$ cat src/rtl/eep_pkg.sv
package eep_pkg;
  localparam logic [3:0] MEM_CODE  = 4'b1010;
  localparam logic [3:0] PROT_CODE = 4'b0110;

  typedef enum logic [2:0] {
    ST_IDLE, ST_RX, ST_RX_ACK, ST_TX, ST_TX_ACK, ST_HOLD
  } eng_state_t;

  typedef enum logic [1:0] {
    K_SLAVE, K_WADDR, K_WDATA
  } byte_kind_t;
endpackage

$ cat src/rtl/eep_line_filter.sv
module eep_line_filter #(
  parameter int SYNC_STAGES = 2
) (
  input  logic clk,
  input  logic rst_n,
  input  logic raw,
  output logic filt
);
  logic [SYNC_STAGES-1:0] sync_q;
  logic [2:0]             hist_q;

  always_ff @(posedge clk or negedge rst_n) begin
    if (!rst_n) begin
      sync_q <= '1;
      hist_q <= 3'b111;
      filt   <= 1'b1;
    end else begin
      sync_q <= {sync_q[SYNC_STAGES-2:0], raw};
      hist_q <= {hist_q[1:0], sync_q[SYNC_STAGES-1]};
      filt   <= (hist_q[0] & hist_q[1]) | (hist_q[1] & hist_q[2]) |
                (hist_q[0] & hist_q[2]);
    end
  end
endmodule

$ cat src/rtl/eep_bus_cond.sv
module eep_bus_cond (
  input  logic clk,
  input  logic rst_n,
  input  logic scl_f,
  input  logic sda_f,
  output logic scl_rise,
  output logic scl_fall,
  output logic start_det,
  output logic stop_det
);
  logic scl_q, sda_q;

  always_ff @(posedge clk or negedge rst_n) begin
    if (!rst_n) begin
      scl_q <= 1'b1;
      sda_q <= 1'b1;
    end else begin
      scl_q <= scl_f;
      sda_q <= sda_f;
    end
  end

  assign scl_rise  = scl_f & ~scl_q;
  assign scl_fall  = ~scl_f & scl_q;
  assign start_det = scl_f & scl_q & sda_q & ~sda_f;
  assign stop_det  = scl_f & scl_q & ~sda_q & sda_f;
endmodule

$ cat src/rtl/eep_proto_fsm.sv
module eep_proto_fsm
  import eep_pkg::*;
#(
  parameter int AW        = 8,
  parameter int DEV_BITS  = 3,
  parameter int PAGE_BITS = 4
) (
  input  logic                clk,
  input  logic                rst_n,
  input  logic                scl_rise,
  input  logic                scl_fall,
  input  logic                start_det,
  input  logic                stop_det,
  input  logic                sda_bit,
  input  logic [DEV_BITS-1:0] strap,
  output logic                sda_oe,
  output logic [AW-1:0]       mem_rd_addr,
  input  logic [7:0]          mem_rd_data,
  output logic                wr_valid,
  input  logic                wr_ready,
  output logic                wr_prot,
  output logic [AW-1:0]       wr_addr,
  output logic [7:0]          wr_data,
  output logic                idle
);
  localparam int CNT_W = 4;

  eng_state_t  state;
  byte_kind_t  kind;
  logic [CNT_W-1:0] cnt;
  logic [7:0]  rx_sh, tx_sh;
  logic [AW-1:0] ptr;
  logic        ptr_ok, prot, rd_mode, first_data, in_read;
  logic        cancel_armed, cancel_rd, mack;

  logic        is_mem, is_prot, dev_ok, rw, ack_ok, pend_block;
  logic [AW-1:0] page_next;
  logic [7:0]  rd_byte;

  always_comb begin
    is_mem     = rx_sh[7:4] == MEM_CODE;
    is_prot    = rx_sh[7:4] == PROT_CODE;
    dev_ok     = rx_sh[DEV_BITS:1] == strap;
    rw         = rx_sh[0];
    pend_block = wr_valid && !wr_ready;
    unique case (kind)
      K_SLAVE: ack_ok = dev_ok && (is_mem || (is_prot && !rw));
      K_WADDR: ack_ok = 1'b1;
      default: ack_ok = !pend_block;
    endcase
    page_next = first_data ? ptr :
                {ptr[AW-1:PAGE_BITS], ptr[PAGE_BITS-1:0] + 1'b1};
    rd_byte   = ptr_ok ? mem_rd_data : 8'hFF;
  end

  assign mem_rd_addr = ptr;
  assign idle        = state == ST_IDLE;

  always_ff @(posedge clk or negedge rst_n) begin
    if (!rst_n) begin
      state        <= ST_IDLE;
      kind         <= K_SLAVE;
      cnt          <= '0;
      rx_sh        <= '0;
      tx_sh        <= '0;
      ptr          <= '0;
      ptr_ok       <= 1'b1;
      prot         <= 1'b0;
      rd_mode      <= 1'b0;
      first_data   <= 1'b0;
      in_read      <= 1'b0;
      cancel_armed <= 1'b0;
      cancel_rd    <= 1'b0;
      mack         <= 1'b0;
      sda_oe       <= 1'b0;
      wr_valid     <= 1'b0;
      wr_prot      <= 1'b0;
      wr_addr      <= '0;
      wr_data      <= '0;
    end else begin
      if (wr_valid && wr_ready) wr_valid <= 1'b0;

      if (start_det) begin
        state        <= ST_RX;
        kind         <= K_SLAVE;
        cnt          <= '0;
        sda_oe       <= 1'b0;
        rd_mode      <= 1'b0;
        cancel_armed <= 1'b1;
        cancel_rd    <= in_read;
      end else if (stop_det) begin
        state        <= ST_IDLE;
        sda_oe       <= 1'b0;
        in_read      <= 1'b0;
        cancel_armed <= 1'b0;
        if (cancel_armed && cancel_rd) ptr_ok <= 1'b0;
      end else begin
        if (scl_rise) cancel_armed <= 1'b0;
        unique case (state)
          ST_RX: begin
            if (scl_rise && cnt != CNT_W'(8)) begin
              rx_sh <= {rx_sh[6:0], sda_bit};
              cnt   <= cnt + 1'b1;
            end else if (scl_fall && cnt == CNT_W'(8)) begin
              if (!ack_ok) begin
                state <= ST_IDLE;
              end else begin
                state  <= ST_RX_ACK;
                sda_oe <= 1'b1;
                unique case (kind)
                  K_SLAVE: begin
                    prot    <= is_prot;
                    rd_mode <= rw;
                    if (rw) in_read <= 1'b1;
                    kind    <= K_WADDR;
                  end
                  K_WADDR: begin
                    if (!prot) begin
                      ptr    <= rx_sh[AW-1:0];
                      ptr_ok <= 1'b1;
                    end
                    first_data <= 1'b1;
                    kind       <= K_WDATA;
                  end
                  default: begin
                    wr_valid   <= 1'b1;
                    wr_data    <= rx_sh;
                    wr_prot    <= prot;
                    wr_addr    <= prot ? ptr : page_next;
                    if (!prot) ptr <= page_next;
                    first_data <= 1'b0;
                  end
                endcase
              end
            end
          end
          ST_RX_ACK: begin
            if (scl_fall) begin
              cnt <= '0;
              if (rd_mode) begin
                tx_sh  <= rd_byte;
                sda_oe <= ~rd_byte[7];
                state  <= ST_TX;
              end else begin
                sda_oe <= 1'b0;
                state  <= ST_RX;
              end
            end
          end
          ST_TX: begin
            if (scl_fall) begin
              if (cnt == CNT_W'(7)) begin
                sda_oe <= 1'b0;
                state  <= ST_TX_ACK;
              end else begin
                tx_sh  <= {tx_sh[6:0], 1'b0};
                sda_oe <= ~tx_sh[6];
                cnt    <= cnt + 1'b1;
              end
            end
          end
          ST_TX_ACK: begin
            if (scl_rise) begin
              mack <= ~sda_bit;
              ptr  <= ptr + 1'b1;
            end else if (scl_fall) begin
              if (mack) begin
                tx_sh  <= rd_byte;
                sda_oe <= ~rd_byte[7];
                cnt    <= '0;
                state  <= ST_TX;
              end else begin
                state <= ST_HOLD;
              end
            end
          end
          default: ;
        endcase
      end
    end
  end
endmodule

$ cat src/rtl/eeprom_slave_engine.sv
module eeprom_slave_engine #(
  parameter int AW          = 8,
  parameter int DEV_BITS    = 3,
  parameter int PAGE_BITS   = 4,
  parameter int SYNC_STAGES = 2
) (
  input  logic                clk,
  input  logic                rst_n,
  input  logic                scl_in,
  input  logic                sda_in,
  input  logic [DEV_BITS-1:0] strap,
  output logic                sda_oe,
  output logic [AW-1:0]       mem_rd_addr,
  input  logic [7:0]          mem_rd_data,
  output logic                wr_valid,
  input  logic                wr_ready,
  output logic                wr_prot,
  output logic [AW-1:0]       wr_addr,
  output logic [7:0]          wr_data
);
  localparam int NLINES = 2;

  logic [NLINES-1:0] raw, filt;
  logic scl_f, sda_f, scl_rise, scl_fall, start_det, stop_det, eng_idle;

  assign raw   = {scl_in, sda_in};
  assign scl_f = filt[1];
  assign sda_f = filt[0];

  for (genvar g = 0; g < NLINES; g++) begin : g_line
    eep_line_filter #(.SYNC_STAGES(SYNC_STAGES)) u_filt (
      .clk(clk), .rst_n(rst_n), .raw(raw[g]), .filt(filt[g])
    );
  end

  eep_bus_cond u_cond (
    .clk(clk), .rst_n(rst_n), .scl_f(scl_f), .sda_f(sda_f),
    .scl_rise(scl_rise), .scl_fall(scl_fall),
    .start_det(start_det), .stop_det(stop_det)
  );

  eep_proto_fsm #(.AW(AW), .DEV_BITS(DEV_BITS), .PAGE_BITS(PAGE_BITS)) u_fsm (
    .clk(clk), .rst_n(rst_n),
    .scl_rise(scl_rise), .scl_fall(scl_fall),
    .start_det(start_det), .stop_det(stop_det), .sda_bit(sda_f),
    .strap(strap), .sda_oe(sda_oe),
    .mem_rd_addr(mem_rd_addr), .mem_rd_data(mem_rd_data),
    .wr_valid(wr_valid), .wr_ready(wr_ready), .wr_prot(wr_prot),
    .wr_addr(wr_addr), .wr_data(wr_data), .idle(eng_idle)
  );
endmodule

$ cat config.mk
export PLATFORM = sky130hd
export DESIGN_NAME = eeprom_slave_engine
export DESIGN_NICKNAME = d
export VERILOG_FILES = /design/src/rtl/eep_pkg.sv /design/src/rtl/eep_line_filter.sv /design/src/rtl/eep_bus_cond.sv /design/src/rtl/eep_proto_fsm.sv /design/src/rtl/eeprom_slave_engine.sv
export SDC_FILE = /design/constraint.sdc
export NUM_CORES = 1
export LEC_CHECK = 0
export ABC_AREA = 1
export BUFFER_PORTS_ARGS = -buffer_cell sky130_fd_sc_hd__buf_2
export CORE_MARGIN = 3
export CORE_UTILIZATION = 53
export DETAILED_ROUTE_END_ITERATION = 6
export HOLD_SLACK_MARGIN = 0.1
export MAX_ROUTING_LAYER = met4
export PLACE_DENSITY = 0.74
export SYNTH_ARGS = -nofsm -noshare
export SYNTH_HDL_FRONTEND = slang
export SYNTH_HIERARCHICAL = 1
export SYNTH_SLANG_ARGS = --single-unit
$ cat constraint.sdc
create_clock -name clk -period 5.9 [get_ports clk]
set_input_delay 0.295 -clock clk [delete_from_list [all_inputs] [get_ports clk]]
set_output_delay 0.295 -clock clk [all_outputs]
set_load 0.02 [all_outputs]
==> results.sh <==
export IMPL_status="complete, no violations"
export IMPL_gp_congestion=0.903
export IMPL_crit_required_ps=6140
export IMPL_dp_cells=562
export IMPL_rows=29
export IMPL_drt_pass1_iter_count=6
export IMPL_syn_num_nets=472
export IMPL_core_um2=6530
export IMPL_crit_type="reg -> reg"
export IMPL_critPathArrivalTime_ps=2930
export IMPL_drt_initial_drc_count=271
export IMPL_start_kind="flop"
export IMPL_seqCellArea_um2=1850
export IMPL_clk_pin_slew_worst_paths_ps=80
export IMPL_grt_setup_unrepaired="no"
export IMPL_num_antenna_cells=0
export IMPL_cts_sinks=73
export IMPL_htreeDepth=3
export IMPL_cp_cell_sequence="nand2_1 -> nor2_1 -> nor2_4 -> nand3_1 -> nor2_4 -> nand2_1 -> nand2_1 -> o21ai_2"
export IMPL_clk_latency_ps=340
export IMPL_synth_top_family_by_area="simple AND/OR/NAND/NOR gates"
export IMPL_synthTopCellsByCount="nand2_1 (126), dfrtp_1 (58), o21ai_0 (55)"
export IMPL_ys_warn_count=6
export IMPL_ios=43
export IMPL_synth_area_leaders="dfrtp_1 (40%), nand2_1 (13%), dfstp_2 (11%)"
export IMPL_yosysTopAreaCellShare_pct=39.7
export IMPL_drc=0
export IMPL_drive_gt1_share_pct=19.1
export IMPL_grt_ovfl_total=0
export IMPL_synth_edf_count=0
export IMPL_grt_max_degree=74
export IMPL_synthXorXnorAreaFrac_pct=1.20
export IMPL_nNetsFinal=517
export IMPL_reg2reg_slack_ps=3210
export IMPL_dieArea_um2=7930
export IMPL_clock_skew_ps=8.20
export IMPL_place_area_um2=3910
export IMPL_critPathSlowestCell="nand2_1"
export IMPL_dp_hpwl_mm=5.54
export IMPL_critPathMaxFanout=29
export IMPL_async_flop_share_pct=100
export IMPL_synth_avg_cell_area_um2=8.07
export IMPL_grt_pass1_vias=2897
export IMPL_post_cts_buffers=0
export IMPL_cts_root_buffer="clkbuf_8"
export IMPL_setup_viol=0
export IMPL_maxSlewViolCount=0
export IMPL_p_leak_nw=2.04
export IMPL_yosys_mux_area_fraction_pct=0
export IMPL_critPathTopFamily="simple AND/OR/NAND/NOR gates"
export IMPL_syn_area_um2=3660
export IMPL_post_drt_wl_per_cell_um=13.7
export IMPL_fin_crit_ps=2690
export IMPL_ys_types=35
export IMPL_synth_compound_area_share_pct=14.4
export IMPL_synthesis_instances=453
export IMPL_power_density_nw_per_um2=417
export IMPL_grtUsageTotal_pct=22.2
export IMPL_ant_nets=0
export IMPL_synth_fa_ha_area_share_pct=1.03
export IMPL_ys_seq_area_share_pct=50.5
export IMPL_path_buf_inv=0
export IMPL_vias=3186
export IMPL_period_share_pct=45.6
export IMPL_maxSlewHeadroom_pct=34.6
export IMPL_setup_tns_final_ps=0
export IMPL_timing_fmax_mhz=372
export IMPL_portBuffers=42
export IMPL_final_cell_area_um2=4170
export IMPL_dieWidth_um=89.1
export IMPL_yosysTopAreaCell="dfrtp_1"
export IMPL_synthSimpleGateAreaFrac_pct=25.7
export IMPL_antenna_found_initial=0
export IMPL_clk_path_buf_depth=2
export IMPL_multi_input_area_um2=1550
export IMPL_synth_seq_cells=73
export IMPL_area_delta_synth_final_pct=14.1
export IMPL_hold_viol_final=0
export IMPL_crit_path_frequent_cell="nand2_1"
export IMPL_drt_vias_per_instance=5.49
export IMPL_hold_path_class="in -> async"
export IMPL_drt_wl_total_mm=7.92
export IMPL_post_cts_resized=0
export IMPL_yosysMostFrequentCell="nand2_1"
export IMPL_cts_tree="yes"
export IMPL_numCtsBuffers=9
export IMPL_maxCapViolations=0
export IMPL_grt_pass1_wl_mm=13.3
export IMPL_ir_worst_vdd_mv=0.215
export IMPL_final_cells=580
export IMPL_die_h_um=89.1
export IMPL_start_util_pct=56.0
export IMPL_worst_slew_pin_slew_ps=978
export IMPL_ys_flop_type="dfrtp_1"
export IMPL_fillers=582
export IMPL_slowest_delay_ps=720
export IMPL_endpoint_kind="flop"
==> per-stage QoR <==
stage	worst slack (ps)	hold slack, ps	power [mW]	util, %
after floorplan	3990	-0.591	1.11	-
after CTS	3230	137	1.74	63.9
after detailed placement	3250	348	1.26	59.8
after global placement	3410	346	1.25	59.8
after global routing	2870	151	1.87	63.9
final	3210	151	1.74	63.9
==> layer usage <==
| metal | GRT usage [%] | vias up | routed length (um) |
|---|---|---|---|
| li1 | - | 1560 | - |
| met1 | 31.0 | 1492 | 3770 |
| met2 | 33.2 | 125 | 3610 |
| met3 | 4.06 | 9 | 475 |
| met4 | 7.17 | 0 | 67 |
| met5 | - | - | 0 |
==> worst register-to-register path: cells and delay by family, from the launching register on <==
kind            cells  cell delay, ps
simple gates        7            1940
flops               1             560
compound gates      1             110
==> placed cells by master, fill, tap and decap left out, types with 3 or more instances in the layout <==
| master | instances |
|---|---|
| nand2_1 | 126 |
| dfrtp_1 | 58 |
| o21ai_0 | 55 |
| inv_1 | 47 |
| buf_2 | 42 |
| nor2_1 | 41 |
| nand3_1 | 24 |
| dfstp_2 | 15 |
| a21oi_1 | 12 |
| clkbuf_8 | 10 |
| nand4_1 | 9 |
| a31oi_1 | 8 |
| inv_2 | 6 |
| nor3_1 | 5 |
| o21ai_2 | 5 |
| xor2_1 | 4 |
| o21ai_1 | 4 |
| bufinv_16 | 3 |
| nand3_2 | 3 |
| nor2_4 | 3 |
| ha_1 | 3 |
==> where the power goes <==
group	internal, mW	leakage [nW]	total (mW)	switching, mW
sequential	0.601	0.899	0.679	0.0777
combinational	0.183	1.03	0.583	0.400
clock	0.292	0.120	0.476	0.184
total	1.08	2.04	1.74	0.662
==> registers in the layout (all words and copies together), names as in the netlist, 2 cells and up <==
register	count
g_line.u_filt/filt	2
u_fsm/cnt	4
u_fsm/tx_sh	7
u_fsm/wr_data	8
g_line.u_filt/sync_q	4
u_fsm/state	3
u_fsm/mem_rd_addr	8
u_fsm/wr_addr	8
u_fsm/rx_sh	8
g_line.u_filt/hist_q	6
u_fsm/kind	2
==> cell type report <==
class	instances	share of cell area, %
flip-flops and latches	73	44.3
repair buffers	45	5.70
clock buffers	11	3.39
well taps	77	2.31
multi-input cells	316	37.1
inverters	53	4.77
clock inverters	5	2.46
==> timing repair <==
item / in CTS / in global routing
setup endpoints to repair: 0 / 0
hold buffers: 2 / 0
endpoints found under the hold margin: 2 / 0
==> cells by family (layout without fill, tap and decap cells) <==
logic type / after synthesis / after routing
AND/OR/NAND/NOR: 216 / 216
AO/OA/AOI/OAI: 92 / 92
XOR/XNOR: 5 / 5
flip-flops: 73 / 73
adder cells (fa/ha/maj): 3 / 3
buffers and inverters: 64 / 114
==> worst paths after layout <==
check                                                     start                                   end  cells after the start
setup / recovery                g_line[1].u_filt/filt$_DFF_PN1_          u_fsm/wr_data[5]$_DFFE_PN0P_                      8
hold / removal                                            rst_n            u_fsm/tx_sh[4]$_DFFE_PN0P_                      2
setup reg to reg                g_line[1].u_filt/filt$_DFF_PN1_          u_fsm/wr_data[5]$_DFFE_PN0P_                      8
hold reg to reg            g_line[1].u_filt/sync_q[0]$_DFF_PN1_  g_line[1].u_filt/sync_q[1]$_DFF_PN1_                      0
max in group asynchronous                                 rst_n            u_fsm/rx_sh[7]$_DFFE_PN0P_                      2
min in group clk                                       wr_ready              u_fsm/wr_valid$_DFF_PN0_                      2
Power figures use the tool's default switching activity.
